File: src/rtl/csr_pkg.sv
package csr_pkg;

  localparam int NUM_RW = 8;
  localparam int IDX_W  = $clog2(NUM_RW);

  // CSR numbers of the writable set
  localparam logic [11:0] A_STATUS  = 12'h300;
  localparam logic [11:0] A_IE      = 12'h304;
  localparam logic [11:0] A_TVEC    = 12'h305;
  localparam logic [11:0] A_SCRATCH = 12'h340;
  localparam logic [11:0] A_EPC     = 12'h341;
  localparam logic [11:0] A_CAUSE   = 12'h342;
  localparam logic [11:0] A_TVAL    = 12'h343;
  localparam logic [11:0] A_IP      = 12'h344;
  // read-only numbers
  localparam logic [11:0] A_ISA     = 12'h301;
  localparam logic [11:0] A_VENDOR  = 12'hF11;
  localparam logic [11:0] A_CYCLE   = 12'hC00;

  typedef enum logic [1:0] {
    RO_NONE   = 2'd0,
    RO_VENDOR = 2'd1,
    RO_ISA    = 2'd2,
    RO_CYCLE  = 2'd3
  } ro_sel_e;

  typedef enum logic [1:0] {
    ACT_KEEP  = 2'd0,
    ACT_WRITE = 2'd1,
    ACT_SET   = 2'd2,
    ACT_CLEAR = 2'd3
  } rmw_act_e;

endpackage

File: src/rtl/csr_decode.sv
module csr_decode
  import csr_pkg::*;
(
  input  logic [11:0]      addr,
  output logic             rw_hit,
  output logic [IDX_W-1:0] rw_idx,
  output ro_sel_e          ro_sel
);

  always_comb begin
    rw_hit = 1'b1;
    rw_idx = '0;
    ro_sel = RO_NONE;
    unique case (addr)
      A_STATUS:  rw_idx = IDX_W'(0);
      A_IE:      rw_idx = IDX_W'(1);
      A_TVEC:    rw_idx = IDX_W'(2);
      A_SCRATCH: rw_idx = IDX_W'(3);
      A_EPC:     rw_idx = IDX_W'(4);
      A_CAUSE:   rw_idx = IDX_W'(5);
      A_TVAL:    rw_idx = IDX_W'(6);
      A_IP:      rw_idx = IDX_W'(7);
      A_VENDOR:  begin rw_hit = 1'b0; ro_sel = RO_VENDOR; end
      A_ISA:     begin rw_hit = 1'b0; ro_sel = RO_ISA;    end
      A_CYCLE:   begin rw_hit = 1'b0; ro_sel = RO_CYCLE;  end
      default:   rw_hit = 1'b0;
    endcase
  end

endmodule

File: src/rtl/csr_rmw.sv
module csr_rmw
  import csr_pkg::*;
#(
  parameter int XLEN = 32
) (
  input  logic [XLEN-1:0] old_val,
  input  logic [2:0]      op,
  input  logic [XLEN-1:0] rs1_val,
  input  logic [4:0]      rs1_idx,
  output logic            wr_req,
  output logic [XLEN-1:0] new_val
);

  localparam int PAD_W = XLEN - 5;

  logic [XLEN-1:0] operand;
  rmw_act_e        act;

  // bit 2 of the code picks the immediate operand, bits 1:0 the action
  assign operand = op[2] ? {{PAD_W{1'b0}}, rs1_idx} : rs1_val;
  assign act     = rmw_act_e'(op[1:0]);
  assign wr_req  = (act != ACT_KEEP);

  always_comb begin
    unique case (act)
      ACT_WRITE: new_val = operand;
      ACT_SET:   new_val = old_val | operand;
      ACT_CLEAR: new_val = old_val & ~operand;
      default:   new_val = old_val;
    endcase
  end

endmodule

File: src/rtl/csr_store.sv
module csr_store #(
  parameter int XLEN = 32,
  parameter int N    = 8
) (
  input  logic                   clk,
  input  logic                   rst,
  input  logic [N-1:0]           wr_en,
  input  logic [XLEN-1:0]        wr_data,
  output logic [N-1:0][XLEN-1:0] q
);

  for (genvar i = 0; i < N; i++) begin : g_reg
    always_ff @(posedge clk) begin
      if (rst)           q[i] <= '0;
      else if (wr_en[i]) q[i] <= wr_data;
    end

    // a register whose enable is low keeps its value
    a_r5_hold_unselected: assert property (@(posedge clk) disable iff (rst)
      !wr_en[i] |=> $stable(q[i]));
  end

  // one request targets at most one register
  a_r2_single_target: assert property (@(posedge clk) disable iff (rst)
    $onehot0(wr_en));

endmodule

File: src/rtl/csr_cycle.sv
module csr_cycle #(
  parameter int CYCLE_W = 32
) (
  input  logic               clk,
  input  logic               rst,
  output logic [CYCLE_W-1:0] count
);

  always_ff @(posedge clk) begin
    if (rst) count <= '0;
    else     count <= count + 1'b1;
  end

  // one step per clock, wrapping at the counter width
  a_r4_step: assert property (@(posedge clk) disable iff (rst)
    !rst |=> count == CYCLE_W'($past(count) + 1'b1));

endmodule

File: src/rtl/csr_unit.sv
module csr_unit
  import csr_pkg::*;
#(
  parameter int          XLEN      = 32,
  parameter int          CYCLE_W   = 32,
  parameter logic [31:0] VENDOR_ID = 32'hFF0F_F0FF,
  parameter logic [31:0] ISA_WORD  = 32'h4040_1101
) (
  input  logic            clk,
  input  logic            rst,
  input  logic            req_valid,
  output logic            req_ready,
  input  logic [11:0]     req_csr,
  input  logic [2:0]      req_op,
  input  logic [XLEN-1:0] req_rs1_val,
  input  logic [4:0]      req_rs1_idx,
  output logic            rsp_valid,
  input  logic            rsp_ready,
  output logic [XLEN-1:0] rsp_rdata
);

  localparam int CPAD_W = XLEN - CYCLE_W;

  logic                      fire;
  logic                      rw_hit;
  logic [IDX_W-1:0]          rw_idx;
  ro_sel_e                   ro_sel;
  logic [NUM_RW-1:0][XLEN-1:0] regs;
  logic [CYCLE_W-1:0]        cyc;
  logic [XLEN-1:0]           old_val;
  logic [XLEN-1:0]           new_val;
  logic                      wr_req;
  logic [NUM_RW-1:0]         wr_en;

  assign req_ready = !rsp_valid || rsp_ready;
  assign fire      = req_valid && req_ready;

  csr_decode u_dec (
    .addr   (req_csr),
    .rw_hit (rw_hit),
    .rw_idx (rw_idx),
    .ro_sel (ro_sel)
  );

  csr_cycle #(.CYCLE_W(CYCLE_W)) u_cyc (
    .clk   (clk),
    .rst   (rst),
    .count (cyc)
  );

  always_comb begin
    if (rw_hit) old_val = regs[rw_idx];
    else begin
      unique case (ro_sel)
        RO_VENDOR: old_val = XLEN'(VENDOR_ID);
        RO_ISA:    old_val = XLEN'(ISA_WORD);
        RO_CYCLE:  old_val = {{CPAD_W{1'b0}}, cyc};
        default:   old_val = '0;
      endcase
    end
  end

  csr_rmw #(.XLEN(XLEN)) u_rmw (
    .old_val (old_val),
    .op      (req_op),
    .rs1_val (req_rs1_val),
    .rs1_idx (req_rs1_idx),
    .wr_req  (wr_req),
    .new_val (new_val)
  );

  always_comb begin
    wr_en = '0;
    if (fire && rw_hit && wr_req) wr_en[rw_idx] = 1'b1;
  end

  csr_store #(.XLEN(XLEN), .N(NUM_RW)) u_store (
    .clk     (clk),
    .rst     (rst),
    .wr_en   (wr_en),
    .wr_data (new_val),
    .q       (regs)
  );

  // single output register
  always_ff @(posedge clk) begin
    if (rst) begin
      rsp_valid <= 1'b0;
      rsp_rdata <= '0;
    end else if (fire) begin
      rsp_valid <= 1'b1;
      rsp_rdata <= old_val;
    end else if (rsp_ready) begin
      rsp_valid <= 1'b0;
    end
  end

  // an accepted request shows up as a result in the next cycle
  a_r10_accept: assert property (@(posedge clk) disable iff (rst)
    fire |=> rsp_valid);

  // a stalled result is held unchanged
  a_r10_hold: assert property (@(posedge clk) disable iff (rst)
    rsp_valid && !rsp_ready |=> rsp_valid && $stable(rsp_rdata));

  // an unmapped or read-only number never alters the writable set
  a_r8_no_write: assert property (@(posedge clk) disable iff (rst)
    fire && !rw_hit |=> $stable(regs));

  // codes 0 and 4 leave the writable set alone
  a_r9_keep: assert property (@(posedge clk) disable iff (rst)
    fire && (req_op[1:0] == 2'b00) |=> $stable(regs));

endmodule

File: config.mk
export PLATFORM = sky130hd
export DESIGN_NAME = csr_unit
export DESIGN_NICKNAME = d
export VERILOG_FILES = /design/src/rtl/csr_pkg.sv /design/src/rtl/csr_decode.sv /design/src/rtl/csr_rmw.sv /design/src/rtl/csr_store.sv /design/src/rtl/csr_cycle.sv /design/src/rtl/csr_unit.sv
export SDC_FILE = /design/constraint.sdc
export NUM_CORES = 1
export LEC_CHECK = 0
export BUFFER_PORTS_ARGS = -buffer_cell sky130_fd_sc_hd__buf_2
export CAP_MARGIN = 10
export CORE_UTILIZATION = 35
export CTS_CLUSTER_DIAMETER = 60
export DETAILED_ROUTE_END_ITERATION = 10
export PLACE_DENSITY = 0.54
export SLEW_MARGIN = 5
export SYNTH_ARGS = -nofsm -noshare
export SYNTH_HDL_FRONTEND = slang
export SYNTH_SLANG_ARGS = --single-unit
File: constraint.sdc
create_clock -name clk -period 3.5 [get_ports clk]
set_input_delay 0.7 -clock clk [delete_from_list [all_inputs] [get_ports clk]]
set_output_delay 0.7 -clock clk [all_outputs]
set_load 0.005 [all_outputs]
# ---- Yosys cells after proc, flatten, opt, wreduce, memory -nomap -nowiden
# Index checks and enable logic that the tools add are counted.
dict set report totals {
  reg_bits 321
  inputBits 56
  out_inout_bits 34
  wordCells 57
}
dict set report classes {
  n_addsub 1
  order_cmp 2
  n_eq_ne 17
  mux 14
  n_bitwise 3
  reduce_logical 9
}
# operator n
set ops {}
lappend ops {{$pmux W32 S3} 2}
lappend ops {{$eq A12 B10 Y1 const B} 9}
lappend ops {{$bmux W32 S3} 1}
lappend ops {{$mux W32} 3}
lappend ops {{$add A32 B1 Y32 const B} 1}
lappend ops {{$and A32 B32 Y32} 1}
lappend ops {{$not A32 Y32} 1}
lappend ops {{$or A32 B32 Y32} 1}
lappend ops {{$eq A12 B12 Y1 const B} 2}
lappend ops {{$pmux W3 S7} 1}
lappend ops {{$eq A2 B2 Y1 const B} 4}
lappend ops {{$mux W8} 1}
lappend ops {{$reduce_or A8 Y1} 1}
lappend ops {{$pmux W2 S3} 1}
lappend ops {{$eq A2 B1 Y1 const B} 2}
lappend ops {{$logic_and A1 B1 Y1} 4}
lappend ops {{$lt A3 B4 Y1 const B} 1}
lappend ops {{$mux W1} 4}
lappend ops {{$reduce_bool A2 Y1} 2}
lappend ops {{$demux W1 S3} 1}
lappend ops {{$ge A3 B1 Y1 const B} 1}
lappend ops {{$logic_not A1 Y1} 1}
lappend ops {{$logic_or A1 B1 Y1} 1}

# ---- Longest topological paths before layout
dict set report depth {
  depth_word 7
  depth_mapped 11
  ltp_nobuf 7
}

# ---- By module
# Synthesis repeated with hierarchy kept, for this count alone.
dict set report hier_totals {
  hier_cells 1762
  hier_area_um2 16328.2
}
# module n_inst cells_each area_per_inst_um2 seq_area_each_um2
set by_module_without_submodules {}
lappend by_module_without_submodules {csr_store 1 860 9521.6 5124.9}
lappend by_module_without_submodules {csr_unit 1 561 4191.5 660.6}
lappend by_module_without_submodules {csr_cycle 1 168 1475.2 640.6}
lappend by_module_without_submodules {csr_rmw 1 144 939.7 0.0}
lappend by_module_without_submodules {csr_decode 1 29 200.2 0.0}

# ---- Least setup slack after synthesis
# Ideal clock, no wire load.
dict set report synth_path {
  path_kind {input port to flip-flop}
  startpoint {in req_csr[1]}
  endpoint {reg u_store.q[121] (netlist bit)}
  setup_time_ns 0.134
  arrival_time_ns 2.667
  required_ns 3.366
  slack_ns 0.699
  cell_stages 9
  n_path_buf 2
  cell_sequence {buf_2 > or4_4 > nor4_4 > nor2_1 > clkbuf_1 > o21ai_0 > o221a_2 > o221a_4 > o22ai_1}
}
dict set report synth_between {
  elab_chain_len 7
  word_cells_on_any_way 33
  cone_classes {2 x order compare; 14 x eq/ne; 11 x mux; 2 x bitwise; 4 x reduce/logical}
}
# item line_no
set synth_lines {}
lappend synth_lines {{from (decl)} csr_unit.sv:13} ;# input logic [11:0] req_csr,
lappend synth_lines {{$eq A12 B10 Y1 or $eq A12 B12 Y1 (tied branches)} csr_decode.sv:14} ;# unique case (addr)
lappend synth_lines {{$pmux W3 S7 or $pmux W2 S3 (tied branches)} csr_decode.sv:14}
lappend synth_lines {{$lt A3 B4 Y1 (implied by the code) (tied with other cells)} csr_unit.sv:74} ;# if (fire && rw_hit && wr_req) wr_en[rw_idx] = 1'b1;
lappend synth_lines {{$logic_and A1 B1 Y1 (implied by the code) (tied with other cells)} csr_unit.sv:74}
lappend synth_lines {{$mux W1 (implied by the code) or $mux W32 (tied branches)} {csr_unit.sv:74, csr_unit.sv:52}}
lappend synth_lines {{$demux W1 S3 (tied with other cells)} csr_unit.sv:74}
lappend synth_lines {{$mux W8 or $pmux W32 S3 (tied branches)} {csr_unit.sv:74, csr_rmw.sv:25}}
lappend synth_lines {{to (signal, indexed assignment)} csr_store.sv:15} ;# else if (wr_en[i]) q[i] <= wr_data;
lappend synth_lines {{to (decl)} csr_store.sv:9} ;# output logic [N-1:0][XLEN-1:0] q
# Parallel ways exist; a longest one is shown, timed or not. The select of a mux whose other input is x is not followed.
# A chain may end at the register's enable or synchronous reset.

# ---- Worst setup path in the final report
dict set report layout_path {
  startpoint {reg u_cyc.count[0]}
  endpoint {reg u_cyc.count[30]}
}
dict set report layout_between {
  elab_chain_len 1
}
# item line_no
set layout_lines {}
lappend layout_lines {{from (decl)} csr_cycle.sv:6} ;# output logic [CYCLE_W-1:0] count
lappend layout_lines {{from (signal assigned)} csr_cycle.sv:11} ;# else count <= count + 1'b1;
lappend layout_lines {{$add A32 B1 Y32} csr_cycle.sv:11}
# No other way between the ends.

==> flow_summary.ini <==
[timing]
fin_crit_ns = 2.895
worst_slew_pin_slew_ns = 0.8854
hold_viol = 0
setup_viol = 0
tns_ns = 0
setup_slack_ns = 0.6053
slew_headroom_pct = 40.98
fin_hold_ws_ns = 0.4189
skew_ns = 0.01228
min_period_over_period_pct = 82.71
drv_slew = 0
max_freq_mhz = 345.5
rsz0062_at_grt = false

[route]
ant_nets = 0
drtIter0Drc = 1391
wirelength_um = 56940
drt_pass1_iterations = 5
via_per_inst = 5.853
wire_per_inst_um = 22.73
post-route-drc-count = 0
vias = 14662

[run]
cap_violations = 0

[yosys]
yosys-top-cells-area = dfxtp_1 (42%), nand3_1 (4.8%), o21ai_1 (4.4%)
syn_nets = 1869
synth_most_common_cell = dfxtp_1
synth_area_per_cell_um2 = 8.488
yosys.area.top_type_share_pct = 41.78
synth-seq-area-share_pct = 41.78
synth_enable_flop_cells = 0
synth_ff_type = dfxtp_1
ys_types = 77
netlist_instances = 1812
asyncSetResetFlopFracSynth_pct = 0
ys.warnings.count = 0
synth_top_area_cell = dfxtp_1
syn-cell-area_mm2 = 0.01538
synth_commonest_cells = dfxtp_1 (321), nand2_1 (171), nand3_1 (148)
synth-seq-cells = 321

[setup_path]
worstSetupPathType = flip-flop to flip-flop
r2r-end = u_cyc.count[30]
slowest_delay_ns = 0.74
critPathRequiredTime_ns = 3.95
arrival_ns = 3.35
rrSetupSlack_ns = 0.61
worst_path_max_delay_cell = nor4_2
crit_buf_inv = 0
crit_fanout = 7
worstRegToRegCells = 7
endpoint_kind = flip-flop
crit_family = simple AND/OR/NAND/NOR gates
timing.rr.start = u_cyc.count[0]
start_kind = flip-flop
crit_chain = ha_1, and2_1, nand4_1, nor4_2, nand2_1, or3_1, a21oi_1

[clocking]
cts.repair.resized = 0
clkSinkCount = 321
cts_buffers = 37
h-tree-depth = 2
tritoncts = done
clockBufferDepth = 3
post_cts_buffers = 0
clk_latency_ns = 0.53
holdBufCountCts = 0
cts-root-buf = clkbuf_16
cts.clk_slew.worst_paths_ns = 0.06

[finish]
area_delta_synth_final_pct = 17.82
fill_cells = 4375
diodes = 0
finalInstanceArea_mm2 = 0.01812
fin_nets = 1949
layout-drive-gt1-share_pct = 17.97

[hold_path]
min_from = req_valid
whs_path_depth = 3
hold_end = rsp_valid
min_path_type = input pin to flip-flop

[floorplan]
fp.dieW_um = 211.6
die_h_um = 211.6
die-area_mm2 = 0.04479
fp-row-count = 76
core-area_mm2 = 0.04317
ios = 90
start_util_pct = 35.62

[place]
gp_congestion = 0.8233
placed_area_mm2 = 0.01690
dpl.hpwl_um = 34650
io_buffer_count = 89
pre_cts_slack_ns = 0.2708

[pwr]
power_leakage_nw = 6.204
power.total_mw = 8.171
cellPowerDensity_mw_per_mm2 = 450.9
peakVddDrop_mv = 0.2755

[grt]
grt-ovfl-total = 0
grt_antenna_before_repair = 0
grt_pass1_wl_um = 86390
grt_util_all_layers_pct = 25.34
grt_max_degree = 82
grt_pass1_vias = 14066

[run_status]
status = complete, no violations
## per-layer routing
layer,track usage (%),wire [um],vias up
met5,0,0,-
met4,12.62,2777,0
met3,3.145,3936,151
met2,41.75,26260,625
met1,32.59,23960,7045
li1,-,-,6841
## how the worst max path moves through the flow
| stage | from | to | slack [ns] | cells after the start |
|---|---|---|---|---|
| 3_5_place_dp | req_csr[5] | u_store.q[232] | 0.27 | 10 |
| 6_report | u_cyc.count[0] | u_cyc.count[30] | 0.61 | 7 |
| 5_1_grt | u_cyc.count[0] | u_cyc.count[30] | 0.44 | 7 |
| 3_3_place_gp | req_csr[5] | u_store.q[215] | 0.27 | 10 |
| 2_1_floorplan | req_csr[1] | u_store.q[121] | 0.70 | 9 |
| 4_1_cts | u_cyc.count[0] | u_cyc.count[30] | 0.59 | 7 |
## placed cells by master, fill, tap and decap left out, types with 9 or more instances in the layout
cell type  synthesis  layout
mux2i_1           58      58
a31oi_1           42      42
nand4_1           11      11
or3_1             31      31
xnor2_1           12      12
o211ai_1          61      61
xor2_1            13      13
o22ai_1           29      29
dfxtp_1          321     321
buf_12             0      20
clkbuf_1         105       9
buf_4             16      90
a21oi_1           72      72
o221a_2           19      19
inv_1             61      61
buf_2             24      89
o221a_4           19      19
nand3_1          148     148
o21ai_1          136     136
o21ai_0          113     113
clkbuf_16          0      39
nand2_1          171     171
a32o_1            30      30
o21a_1            22      22
o2111ai_1         25      25
a211oi_1          33      33
nor2_1           112     111
## metrics by stage
stage | instances | utilization, %
floorplan | 1812 | -
global placement | 2438 | 39.15
detailed placement | 2438 | 39.15
CTS | 2505 | 41.97
global route | 2505 | 41.97
finish | 2505 | 41.97
## tightest hold or removal path, stage by stage
cell and delay [ns]:
buf_2 0.11, inv_1 0.04, a21oi_1 0.05
## flip-flops by register name (all words and copies together), names as in the netlist
signal and count:
u_store.q 256, u_cyc.count 32, rsp_valid 1, rsp_rdata 32
## report_power, final
part	total [mW]	internal (mW)	switching, mW
clock	3.93	2.33	1.60
combinational	0.547	0.178	0.369
sequential	3.69	3.68	0.0133
total	8.17	6.19	1.98
## layout make-up
| cell class | count | area [um2] | area share, % |
|---|---|---|---|
| Multi-Input combinational cell | 1270 | 7979 | 44.03 |
| Sequential cell | 321 | 6426 | 35.46 |
| Timing Repair Buffer | 199 | 1521 | 8.396 |
| Clock buffer | 51 | 1051 | 5.800 |
| Tap cell | 585 | 732.0 | 4.039 |
| Inverter | 63 | 241.5 | 1.333 |
| Clock inverter | 16 | 170.2 | 0.9390 |
## cell families after synthesis
group | count (synthesis) | share of synthesized area (%)
AO/OA/AOI/OAI | 644 | 28.97
AND/OR/NAND/NOR | 540 | 17.38
flip-flops | 321 | 41.78
buffers and inverters | 221 | 6.443
multiplexers | 60 | 3.921
XOR/XNOR | 25 | 1.424
adder cells (fa/ha/maj) | 1 | 0.08134
Note: power is estimated with default switching activity, not from simulation.
